==> src/rtl/colRouterPkg.sv <==
package colRouterPkg;

  // control -> datapath strobes
  typedef struct packed {
    logic issue;
    logic last;
  } strobeT;

  // datapath -> control status
  typedef struct packed {
    logic occupied;
    logic lastWb;
  } pipeStatT;

  // row holding the nonzero entry of column col in a circulant shifted by shift
  function automatic int rowOfCol(input int col, input int z, input int shift);
    return ((col - (shift % z)) + z) % z;
  endfunction

endpackage

==> src/rtl/colIdxRom.sv <==
module colIdxRom #(
  parameter int Z      = 12,
  parameter int SHIFT  = 3,
  parameter int PF     = 2,
  parameter int STEPS  = Z / PF,
  parameter int ADDR_W = 3
) (
  input  logic [ADDR_W-1:0] step,
  output logic [ADDR_W-1:0] loc,
  output logic              tag
);
  localparam int HALF  = Z / PF;
  localparam int DEPTH = 1 << ADDR_W;

  logic [ADDR_W-1:0] locTab [DEPTH];
  logic              tagTab [DEPTH];

  for (genvar j = 0; j < DEPTH; j++) begin : gEntry
    if (j < STEPS) begin : gUsed
      localparam int ROW    = colRouterPkg::rowOfCol(j, Z, SHIFT);
      localparam bit IS_HI  = (PF == 2) && (ROW >= HALF);
      localparam int LOCVAL = IS_HI ? ROW - HALF : ROW;
      assign locTab[j] = ADDR_W'(LOCVAL);
      assign tagTab[j] = IS_HI;
    end else begin : gPad
      assign locTab[j] = '0;
      assign tagTab[j] = 1'b0;
    end
  end

  assign loc = locTab[step];
  assign tag = tagTab[step];

endmodule

==> src/rtl/colRouterCtrl.sv <==
module colRouterCtrl #(
  parameter int STEPS  = 6,
  parameter int ADDR_W = 3
) (
  input  logic                     clk,
  input  logic                     rstN,
  input  logic                     start,
  input  colRouterPkg::pipeStatT   dpStat,
  output colRouterPkg::strobeT     stb,
  output logic [ADDR_W-1:0]        step,
  output logic                     busy,
  output logic                     done
);
  logic              issuing;
  logic [ADDR_W-1:0] stepQ;
  logic              atLast;

  assign atLast = (stepQ == ADDR_W'(STEPS - 1));
  assign busy   = issuing | dpStat.occupied;

  always_ff @(posedge clk or negedge rstN) begin
    if (!rstN) begin
      issuing <= 1'b0;
      stepQ   <= '0;
      done    <= 1'b0;
    end else begin
      done <= dpStat.lastWb;
      if (start && !busy) begin
        issuing <= 1'b1;
        stepQ   <= '0;
      end else if (issuing) begin
        if (atLast) begin
          issuing <= 1'b0;
          stepQ   <= '0;
        end else begin
          stepQ <= stepQ + 1'b1;
        end
      end
    end
  end

  assign stb.issue = issuing;
  assign stb.last  = issuing & atLast;
  assign step      = stepQ;

  AST_STEP_ADVANCES: assert property (@(posedge clk) disable iff (!rstN)
    (issuing && !atLast) |=> (issuing && stepQ == $past(stepQ) + 1'b1));

  AST_DONE_SINGLE: assert property (@(posedge clk) disable iff (!rstN)
    done |=> !done);

  AST_DONE_IDLE: assert property (@(posedge clk) disable iff (!rstN)
    done |-> !busy);

endmodule

==> src/rtl/colRouterDp.sv <==
module colRouterDp #(
  parameter int Z      = 12,
  parameter int SHIFT  = 3,
  parameter int PF     = 2,
  parameter int MSG_W  = 6,
  parameter int STEPS  = Z / PF,
  parameter int ADDR_W = 3
) (
  input  logic                    clk,
  input  logic                    rstN,
  input  colRouterPkg::strobeT    stb,
  input  logic [ADDR_W-1:0]       step,
  output logic                    memRdEn,
  output logic [ADDR_W-1:0]       memAddr,
  input  logic [MSG_W-1:0]        bankAData,
  input  logic [MSG_W-1:0]        bankBData,
  output logic                    laneValid,
  output logic [MSG_W-1:0]        laneAData,
  output logic [MSG_W-1:0]        laneBData,
  output logic                    wbValid,
  output logic [ADDR_W-1:0]       wbAddr,
  output logic                    wbTag,
  output colRouterPkg::pipeStatT  dpStat
);
  logic [ADDR_W-1:0] romLoc;
  logic              romTag;

  colIdxRom #(
    .Z(Z), .SHIFT(SHIFT), .PF(PF), .STEPS(STEPS), .ADDR_W(ADDR_W)
  ) uRom (
    .step(step),
    .loc (romLoc),
    .tag (romTag)
  );

  // stage 1: table entry captured, drives the memory read
  logic              s1Valid, s1Last, s1Tag;
  logic [ADDR_W-1:0] s1Loc;
  // stage 2: memory data arrives, write-back slot
  logic              s2Valid, s2Last, s2Tag;
  logic [ADDR_W-1:0] s2Loc;

  always_ff @(posedge clk or negedge rstN) begin
    if (!rstN) begin
      s1Valid <= 1'b0;
      s1Last  <= 1'b0;
      s1Tag   <= 1'b0;
      s1Loc   <= '0;
      s2Valid <= 1'b0;
      s2Last  <= 1'b0;
      s2Tag   <= 1'b0;
      s2Loc   <= '0;
    end else begin
      s1Valid <= stb.issue;
      s1Last  <= stb.last;
      if (stb.issue) begin
        s1Tag <= romTag;
        s1Loc <= romLoc;
      end
      s2Valid <= s1Valid;
      s2Last  <= s1Valid & s1Last;
      if (s1Valid) begin
        s2Tag <= s1Tag;
        s2Loc <= s1Loc;
      end
    end
  end

  assign memRdEn = s1Valid;
  assign memAddr = s1Loc;

  assign laneValid = s2Valid;
  assign wbValid   = s2Valid;
  assign wbAddr    = s2Loc;
  assign wbTag     = s2Tag;

  assign dpStat.occupied = s1Valid | s2Valid;
  assign dpStat.lastWb   = s2Valid & s2Last;

  if (PF == 2) begin : gSwap
    always_comb begin
      if (s2Tag) begin
        laneAData = bankBData;
        laneBData = bankAData;
      end else begin
        laneAData = bankAData;
        laneBData = bankBData;
      end
    end
  end else begin : gSingle
    assign laneAData = bankAData;
    assign laneBData = bankBData;

    AST_TAG_ZERO: assert property (@(posedge clk) disable iff (!rstN)
      wbValid |-> !wbTag);
  end

  AST_READ_AFTER_ISSUE: assert property (@(posedge clk) disable iff (!rstN)
    memRdEn |-> $past(stb.issue));

  AST_WB_MATCHES_READ: assert property (@(posedge clk) disable iff (!rstN)
    wbValid |-> ($past(memRdEn) && wbAddr == $past(memAddr)));

  AST_ADDR_IN_BANK: assert property (@(posedge clk) disable iff (!rstN)
    memRdEn |-> ({1'b0, memAddr} < (ADDR_W + 1)'(STEPS)));

endmodule

==> src/rtl/colRouter.sv <==
module colRouter #(
  parameter int Z     = 12,
  parameter int SHIFT = 3,
  parameter int PF    = 2,
  parameter int MSG_W = 6,
  localparam int STEPS  = Z / PF,
  localparam int ADDR_W = (STEPS > 1) ? $clog2(STEPS) : 1
) (
  input  logic              clk,
  input  logic              rstN,
  input  logic              start,
  output logic              busy,
  output logic              done,
  output logic              memRdEn,
  output logic [ADDR_W-1:0] memAddr,
  input  logic [MSG_W-1:0]  bankAData,
  input  logic [MSG_W-1:0]  bankBData,
  output logic              laneValid,
  output logic [MSG_W-1:0]  laneAData,
  output logic [MSG_W-1:0]  laneBData,
  output logic              wbValid,
  output logic [ADDR_W-1:0] wbAddr,
  output logic              wbTag
);
  colRouterPkg::strobeT   stb;
  colRouterPkg::pipeStatT dpStat;
  logic [ADDR_W-1:0]      step;

  colRouterCtrl #(
    .STEPS(STEPS), .ADDR_W(ADDR_W)
  ) uCtrl (
    .clk   (clk),
    .rstN  (rstN),
    .start (start),
    .dpStat(dpStat),
    .stb   (stb),
    .step  (step),
    .busy  (busy),
    .done  (done)
  );

  colRouterDp #(
    .Z(Z), .SHIFT(SHIFT), .PF(PF), .MSG_W(MSG_W), .STEPS(STEPS), .ADDR_W(ADDR_W)
  ) uDp (
    .clk      (clk),
    .rstN     (rstN),
    .stb      (stb),
    .step     (step),
    .memRdEn  (memRdEn),
    .memAddr  (memAddr),
    .bankAData(bankAData),
    .bankBData(bankBData),
    .laneValid(laneValid),
    .laneAData(laneAData),
    .laneBData(laneBData),
    .wbValid  (wbValid),
    .wbAddr   (wbAddr),
    .wbTag    (wbTag),
    .dpStat   (dpStat)
  );

  AST_DONE_AFTER_WB: assert property (@(posedge clk) disable iff (!rstN)
    done |-> ($past(wbValid) && !wbValid));

endmodule

==> config.mk <==
export PLATFORM = sky130hd
export DESIGN_NAME = colRouter
export DESIGN_NICKNAME = d
export VERILOG_FILES = /design/src/rtl/colRouterPkg.sv /design/src/rtl/colIdxRom.sv /design/src/rtl/colRouterCtrl.sv /design/src/rtl/colRouterDp.sv /design/src/rtl/colRouter.sv
export SDC_FILE = /design/constraint.sdc
export NUM_CORES = 1
export LEC_CHECK = 0
export BUFFER_PORTS_ARGS = -buffer_cell sky130_fd_sc_hd__buf_2
export CAP_MARGIN = 20
export CORE_ASPECT_RATIO = 0.5
export CORE_MARGIN = 2
export CORE_UTILIZATION = 35
export CTS_CLUSTER_SIZE = 24
export DETAILED_ROUTE_END_ITERATION = 12
export PLACE_DENSITY = 0.71
export SLEW_MARGIN = 20
export SYNTH_ARGS = -nofsm -noshare
export SYNTH_HDL_FRONTEND = slang
export SYNTH_HIERARCHICAL = 1
export SYNTH_SLANG_ARGS = --single-unit
==> constraint.sdc <==
create_clock -name clk -period 1.65 [get_ports clk]
set_input_delay 0.495 -clock clk [delete_from_list [all_inputs] [get_ports clk]]
set_output_delay 0.495 -clock clk [all_outputs]
set_load 0.05 [all_outputs]
# After elaboration in Yosys (flattened, before gate mapping)
# Memories as Yosys holds them, arrays and structs flattened. A register that Yosys moved wholly into a read port is not among the register bits.
# Cells that the tools add are included.
# Widths: inputs -> output; s select.
[op_classes] bitwise_logic=6 n_mux=8 addsub=1 n_eq_ne=1 n_reduce_logical=5
[ops] op="$mux 6" count=2
[ops] op="$mux 3" count=3
[ops] op="$not 3->4" count=1
[ops] op="$add 3x1->3 const B" count=1
[ops] op="$and 1x1->1" count=3
[ops] op="$eq 3x3->1 const B" count=1
[ops] op="$logic_not 1->1" count=3
[ops] op="$mux 1" count=3
[ops] op="$or 1x1->1" count=2
[ops] op="$reduce_bool 2->1" count=1
[ops] op="$logic_and 1x1->1" count=1
[totals] output_inout_bits=24 memories=2 ff_bits=13 inputBits=15 elab_cells=32 rom_bits=32
[memory_table] name="(no name shown)" depth=8 word_bits=3 read_ports=1 rd_clocked_by_memory_dff=1 write_ports=0 line="colIdxRom.sv:31" rtl="assign loc = locTab[step];"
[memory_table] name="(no name shown)" depth=8 word_bits=1 read_ports=1 rd_clocked_by_memory_dff=1 write_ports=0 line="colIdxRom.sv:32" rtl="assign tag = tagTab[step];"

# Logic depth before layout (Yosys ltp)
# Gate-level depths: netlist of the first run.
[logic_depth] word_depth=5 ltp_mapped=4 mapped_depth_nobuf=4

# Hierarchy
# Netlist of the first run, hierarchy kept.
[modules_own_cells] module="colRouterDp" instances=1 area_per_inst_um2=596.8 cells_each=37 seq_area_each_um2=300.3
[modules_own_cells] module="colRouterCtrl" instances=1 area_per_inst_um2=242.7 cells_each=22 seq_area_each_um2=125.1
[modules_own_cells] module="colIdxRom" instances=1 area_per_inst_um2=96.3 cells_each=11 seq_area_each_um2=0.0

# Least setup slack after synthesis of the first run
# OpenSTA, ideal clock, no wires.
[synth_path] kind="register to output" startpoint="register uDp.s1Valid, in the netlist uDp/memRdEn" endpoint="output busy" arrival_time_ns=1.401 required_time_ns=1.155 stages_incl_launch_ff=3 setup_slack_ns=-0.246 n_path_buf=0 path_cell_list="dfrtp_1 -> or2_2 -> or2_2"
[synth_rtl] element="from (decl)" line="colRouterDp.sv:37" rtl="logic s1Valid, s1Last, s1Tag;"
[synth_rtl] element="from (signal assigned)" line="colRouterDp.sv:54" rtl="s1Valid <= stb.issue;"
[synth_rtl] element="to (decl)" line="colRouter.sv:12" rtl="output logic busy,"

# Worst setup path in the final report of the first run
[layout_path] startpoint="register uDp.s2Tag, in the netlist uDp/wbTag" endpoint="output laneAData[0]"
[layout_via] elab_chain_cells=1
[layout_lines] element="from (decl)" line="colRouterDp.sv:40" rtl="logic s2Valid, s2Last, s2Tag;"
[layout_lines] element="from (signal assigned)" line="colRouterDp.sv:63" rtl="s2Tag <= s1Tag;"
[layout_lines] element="$mux 6" line="colRouterDp.sv:82" rtl="if (s2Tag) begin"
[layout_lines] element="to (decl)" line="colRouter.sv:19" rtl="output logic [MSG_W-1:0] laneAData,"
# No other way between the ends.

==> results of run 1 <==
[per-stage QoR]
step | utilization [%] | setup TNS (ns) | hold slack [ns] | setup WS (ns)
floorplan | - | -0.1237 | 0.1994 | -0.1237
global route | 53.16 | -1.907 | 0.1751 | -0.1609
finish | 53.16 | -1.481 | 0.1569 | -0.1279
detailed placement | 45.91 | -0.006165 | 0.4351 | -0.006165
global placement | 45.91 | 0 | 0.4303 | 0.001578
CTS | 52.63 | -1.391 | 0.1630 | -0.1213
[state kept, by name, indices dropped and copies added (netlist names)]
signal / cells
uCtrl/step: 3
uDp/memAddr: 3
uDp/wbAddr: 3
uCtrl/done: 1
uCtrl/issuing: 1
uDp/laneValid: 1
uDp/memRdEn: 1
uDp/s1Last: 1
uDp/s1Tag: 1
uDp/s2Last: 1
uDp/wbTag: 1
[repair_timing]
action | in CTS | in global routing
gates cloned | 0 | 0
gates resized for setup | 31 | 5
endpoints found under the setup margin | 14 | 14
endpoints found under the hold margin | 0 | 0
pin swaps | 1 | 0
buffers inserted | 4 | 0
[power groups by stage]
stage	clock network (W)	registers, W	logic [W]
6_report	0.000303	0.000733	0.00213
5_1_grt	0.000339	0.000767	0.00226
4_1_cts	0.000314	0.000732	0.00209
3_5_place_dp	0	0.000787	0.00180
3_3_place_gp	0	0.000774	0.00178
2_1_floorplan	0	0.00115	0.00108
[synth_stat cells (all sizes together)]
master / count
and2b: 1
a21o: 3
o21ai: 1
nand3b: 1
ha: 4
buf: 3
or2: 2
a32o: 1
a21oi: 1
and2: 3
nor2: 2
nor2b: 2
nand2: 1
mux2: 21
inv: 4
nand2b: 1
a21bo: 1
dfrtp: 17
and4bb: 1
[final cells by class]
type | instances | share of cell area, %
multi-input cells | 46 | 34.71
flip-flops and latches | 17 | 31.41
repair buffers | 46 | 26.10
well taps | 37 | 3.388
clock buffers | 4 | 3.297
inverters | 4 | 1.099
[cells by family (layout without fill, tap and decap cells)]
logic type               after synthesis  after routing  synth area share, %
AO/OA/AOI/OAI                          7              7                5.614
adder cells (fa/ha/maj)                4              4                5.348
multiplexers                          21             21                29.28
AND/OR/NAND/NOR                       14             14                9.894
buffers and inverters                  7             54                4.411
flip-flops                            17             17                45.45
[per-layer routing]
layer / vias up / wire [um]
li1: 331 / -
met1: 343 / 727
met2: 17 / 1176
met3: 5 / 70
met4: 0 / 28
met5: - / 0
[how the worst min path moves through the flow]
stage                     start              to  slack (ns)
after global routing       rstN   uDp/wbAddr[1]        0.18
after global placement     rstN  uDp/memAddr[1]        0.43
after floorplan            rstN      uCtrl/done        0.20
after detailed placement   rstN   uDp/wbAddr[1]        0.44
final                      rstN   uDp/wbAddr[0]        0.16
after CTS                  rstN   uDp/wbAddr[0]        0.16
[critical path, delay by kind of cell, from the launching register on]
| family | cells | cell delay [ns] |
|---|---|---|
| buffers and inverters | 2 | 0.31 |
| flip-flops | 1 | 0.42 |
| multiplexers | 1 | 0.30 |
==> impl_metrics.csv, run 1 <==
group,metric,value,unit
worst_setup_path,cp.required,1.15,ns
routing,first_iter_violations,3,
grt,grt_pass1_vias,699,
synthesis,synth_area_per_cell,13.37,sq um
power,clkPwrFrac,9.6,%
worst_setup_path,startpoint_type,"register",
grt,antenna_found_initial,0,
layout,stdcell_area,1366,sq um
layout,regArea,429.2,sq um
power,finalPower,0.003163,W
layout,multi_input_area,474.2,sq um
sta,slew_violations,0,
placed_design,dp_hpwl,1293,um
sta,fin_crit_sh,107.8,%
sta,max_slew_margin,74.78,%
clock_tree,tritoncts,"built",
worst_setup_path,crit_path_cell_trace,"buf_4 -> mux2_4 -> buf_6",
clock_tree,hold_buffers,0,
sta,fin_ws,-0.1279,ns
power,vdd_drop_max,700.5,uV
clock_tree,cts-root-buf,"clkbuf_8",
sta,tightest_slew,0.3783,ns
layout,antennaDiodeCount,0,
grt,grt-busiest-layer,"met2",
clock_tree,h-tree-depth,1,
layout,final_cell_mix,"buf_2 (24), dfrtp_1 (14), buf_6 (13), mux2_2 (11), mux2_4 (10)",
layout,drive_gt1_share,65.81,%
floorplanning,die-area,3129,sq um
synthesis,yosysTopAreaCell,"dfrtp_1",
placed_design,portBuffers,38,
clock_tree,cts_buffers,3,
run,drv_cap,0,
power,cellLeakagePower,0.7143,nW
routing,routedWlPerCell,13.00,um
clock_tree,clock_sinks,17,
grt,track_usage,13.82,%
power,pwr-share-comb,67.3,%
worst_setup_path,r2r_end,"uDp/memAddr[1]",
power,p_sw,0.001495,W
floorplanning,die_w,77.13,um
layout,syn_to_final_growth,45.99,%
power,p_int,0.001669,W
placed_design,place_congestion,0.6437,
worst_setup_path,criticalPathCategory,"reg2out",
worst_setup_path,cp-end-kind,"output port",
floorplanning,die_y,40.57,um
layout,n_fill_cell,232,
sta,finalHoldViolations,0,
synthesis,syn_nets,89,
synthesis,ys_ff_latch,17,
routing,postRouteWirelength,2002,um
power,sequentialPowerShare,23.2,%
hold_path,hp-class,"in2async",
outcome,outcome,"finished with violations",
grt,grtUsageMet1,13.31,%
floorplanning,core_area,2570,sq um
worst_setup_path,r2r_slack,0.17,ns
routing,vias,696,
synthesis,yosysWarnings,6,
floorplanning,ios,39,
worst_setup_path,crit-reg2reg-launch,"uCtrl/step[0]",
grt,grt-ovfl-total,0,
synthesis,synth_top_area_share,45.45,%
grt,grt_pass1_wl,3125,um
synthesis,synth.area.top_cells,"dfrtp_1 (45%), mux2_4 (16%), mux2_2 (13%)",
grt,grt_max_degree,18,
routing,vias_per_cell,4.519,
worst_setup_path,crit_start,"uDp/wbTag",
synthesis,synth_cell_types,22,
sta,skew,0.001394,ns
grt,met3_usage,4.054,%
sta,rsz0062_at_grt,"true",
sta,post-route-min-period,1.778,ns
worst_setup_path,crit_path_end,"laneAData[0]",
grt,use_met2,30.00,%
placed_design,place_inst,146,
routing,drc,0,
worst_setup_path,cp_slowest_cell,"dfrtp_2",
clock_tree,cts.clk_slew.worst_paths,0.06,ns
sta,fmax,562.5,MHz
placed_design,place_area,1180,sq um
clock_tree,clockBufferDepth,2,
clock_tree,clkLatencyLatePin,0.25,ns
synthesis,ys_seq_area_share,45.45,%
worst_setup_path,path_max_fanout,3,
worst_setup_path,rr_worst_depth,4,
floorplanning,start_util,36.42,%
synthesis,netlist_instances,70,
layout,final_cells,154,
worst_setup_path,cpPeakStageDelay,0.42,ns
layout,nets,137,
sta,setup-violations-final,13,
floorplanning,rows,13,
routing,dr.pass1.iters,4,
routing,antenna_left,0,
synthesis,syn_area,935.9,sq um
power,powerDensity,2315,nW/um^2
worst_setup_path,worstPathArrival,1.28,ns
power,p_sw_share,47.25,%
outcome,failed_checks,"setup timing",
layout,layout_commonest_cell,"buf_2",
(Power assumes the default switching activity.)
==> inputs of run 2 (changes only) <==
Settings changed: GPL_TIMING_DRIVEN from default to 0.
==> impl_metrics.csv, run 2 (synthesis results as in run 1) <==
group,metric,value,unit
layout,final_cell_mix,"buf_2 (25), dfrtp_1 (14), buf_6 (13), mux2_2 (11), mux2_4 (10)",
routing,vias,674,
floorplanning,die_w,77.13,um
hold_path,hp-class,"in2async",
grt,grt_max_degree,18,
routing,vias_per_cell,4.434,
layout,syn_to_final_growth,42.51,%
placed_design,dp_hpwl,1216,um
floorplanning,start_util,36.42,%
clock_tree,clockBufferDepth,2,
layout,antennaDiodeCount,0,
floorplanning,core_area,2570,sq um
grt,track_usage,10.38,%
worst_setup_path,crit_start,"uDp/memRdEn",
worst_setup_path,criticalPathCategory,"reg2out",
grt,grt_pass1_wl,2408,um
worst_setup_path,worst_path_most_repeated_cell,"or2_4",
worst_setup_path,cpPeakStageDelay,0.40,ns
placed_design,place_congestion,0.7307,
sta,rsz0062_at_grt,"true",
clock_tree,tritoncts,"built",
clock_tree,h-tree-depth,1,
grt,grt-ovfl-total,0,
clock_tree,cts-root-buf,"clkbuf_8",
routing,routedWlPerCell,11.53,um
routing,postRouteWirelength,1752,um
worst_setup_path,worstPathBufferInverterCount,1,
sta,setup-violations-final,13,
sta,fin_ws,-0.1185,ns
floorplanning,die_y,40.57,um
worst_setup_path,startpoint_type,"register",
clock_tree,cts_buffers,3,
worst_setup_path,r2r_end,"uDp/memAddr[1]",
layout,final_util,51.90,%
worst_setup_path,path_depth,3,
sta,fin_crit_sh,107.2,%
routing,drc,0,
sta,skew,0.0007679,ns
worst_setup_path,cp_slowest_cell,"dfrtp_2",
routing,antenna_left,0,
run,drv_cap,0,
layout,nets,135,
worst_setup_path,worstPathArrival,1.27,ns
floorplanning,rows,13,
worst_setup_path,crit-reg2reg-launch,"uCtrl/step[0]",
worst_setup_path,rr_worst_depth,4,
layout,n_fill_cell,243,
sta,finalHoldViolations,0,
placed_design,portBuffers,38,
sta,max_slew_margin,75.29,%
worst_setup_path,cp.required,1.15,ns
clock_tree,clock_sinks,17,
grt,grt_pass1_vias,555,
layout,multi_input_area,474.2,sq um
worst_setup_path,cp-end-kind,"output port",
outcome,failed_checks,"setup timing",
floorplanning,ios,39,
layout,regArea,429.2,sq um
clock_tree,clkLatencyLatePin,0.24,ns
clock_tree,hold_buffers,0,
sta,tightest_slew,0.3706,ns
outcome,outcome,"finished with violations",
sta,post-route-min-period,1.769,ns
worst_setup_path,crit_path_cell_trace,"or2_4 -> or2_4 -> buf_8",
sta,fmax,565.4,MHz
floorplanning,die-area,3129,sq um
sta,slew_violations,0,
worst_setup_path,path_max_fanout,2,
layout,layout_commonest_cell,"buf_2",
worst_setup_path,path_delay_family,"simple AND/OR/NAND/NOR gates",
layout,drive_gt1_share,65.22,%
grt,antenna_found_initial,0,
routing,first_iter_violations,26,
worst_setup_path,r2r_slack,0.20,ns
clock_tree,cts.clk_slew.worst_paths,0.06,ns
routing,dr.pass1.iters,4,
-- run 2: cell count changes in the layout (fill, tap and decap cells not counted), sizes merged --
cell	change
buf	-2
-- run 2: worst max-delay path by stage --
stage / to / slack [ns]
after CTS: busy / -0.13
final: busy / -0.12
after detailed placement: busy / -0.11
after global routing: laneBData[0] / -0.15
after global placement: busy / -0.1
after floorplan: busy / -0.12
-- run 2: repair_timing --
action | CTS | global route
setup buffers | 2 | 1
setup endpoints to repair | 13 | 13
gates resized for setup | 29 | 0
pin swaps | 1 | 0
-- run 2: stage by stage --
| stage | cells | hold WS (ns) | setup WS [ns] | area, sq um | setup TNS (ns) |
|---|---|---|---|---|---|
| 3_5_place_dp | 145 | 0.4396 | -0.1097 | 1176 | -0.1097 |
| 4_1_cts | 151 | 0.1705 | -0.1291 | 1326 | -1.386 |
| 6_report | 152 | 0.1581 | -0.1185 | 1334 | -1.323 |
| 3_3_place_gp | 145 | 0.4282 | -0.09718 | 1176 | -0.09718 |
| 5_1_grt | 152 | 0.1789 | -0.1547 | 1334 | -1.850 |
| 2_1_floorplan | 70 | 0.1994 | -0.1237 | 939.7 | -0.1237 |
-- run 2: layout make-up --
type	instances	area share (%)
Timing Repair Buffer	41	22.33
Sequential cell	17	32.18
Multi-Input combinational cell	46	35.55
Tap cell	37	3.471
Inverter	4	1.126
Buffer	3	1.970
Clock buffer	4	3.377
-- run 2: metal layers --
metal	wire length [um]	track usage, %	share of wire (%)	vias to the layer above
met4	19	5.357	1.1	0
met3	37	2.703	2.1	2
met5	0	0	0	-
met1	716	11.23	41	331
li1	-	-	-	329
met2	977	20.22	56	12
Power of run 2 is not shown: default switching activity piles up to over one toggle a cycle in this logic, so the estimate is an artifact.
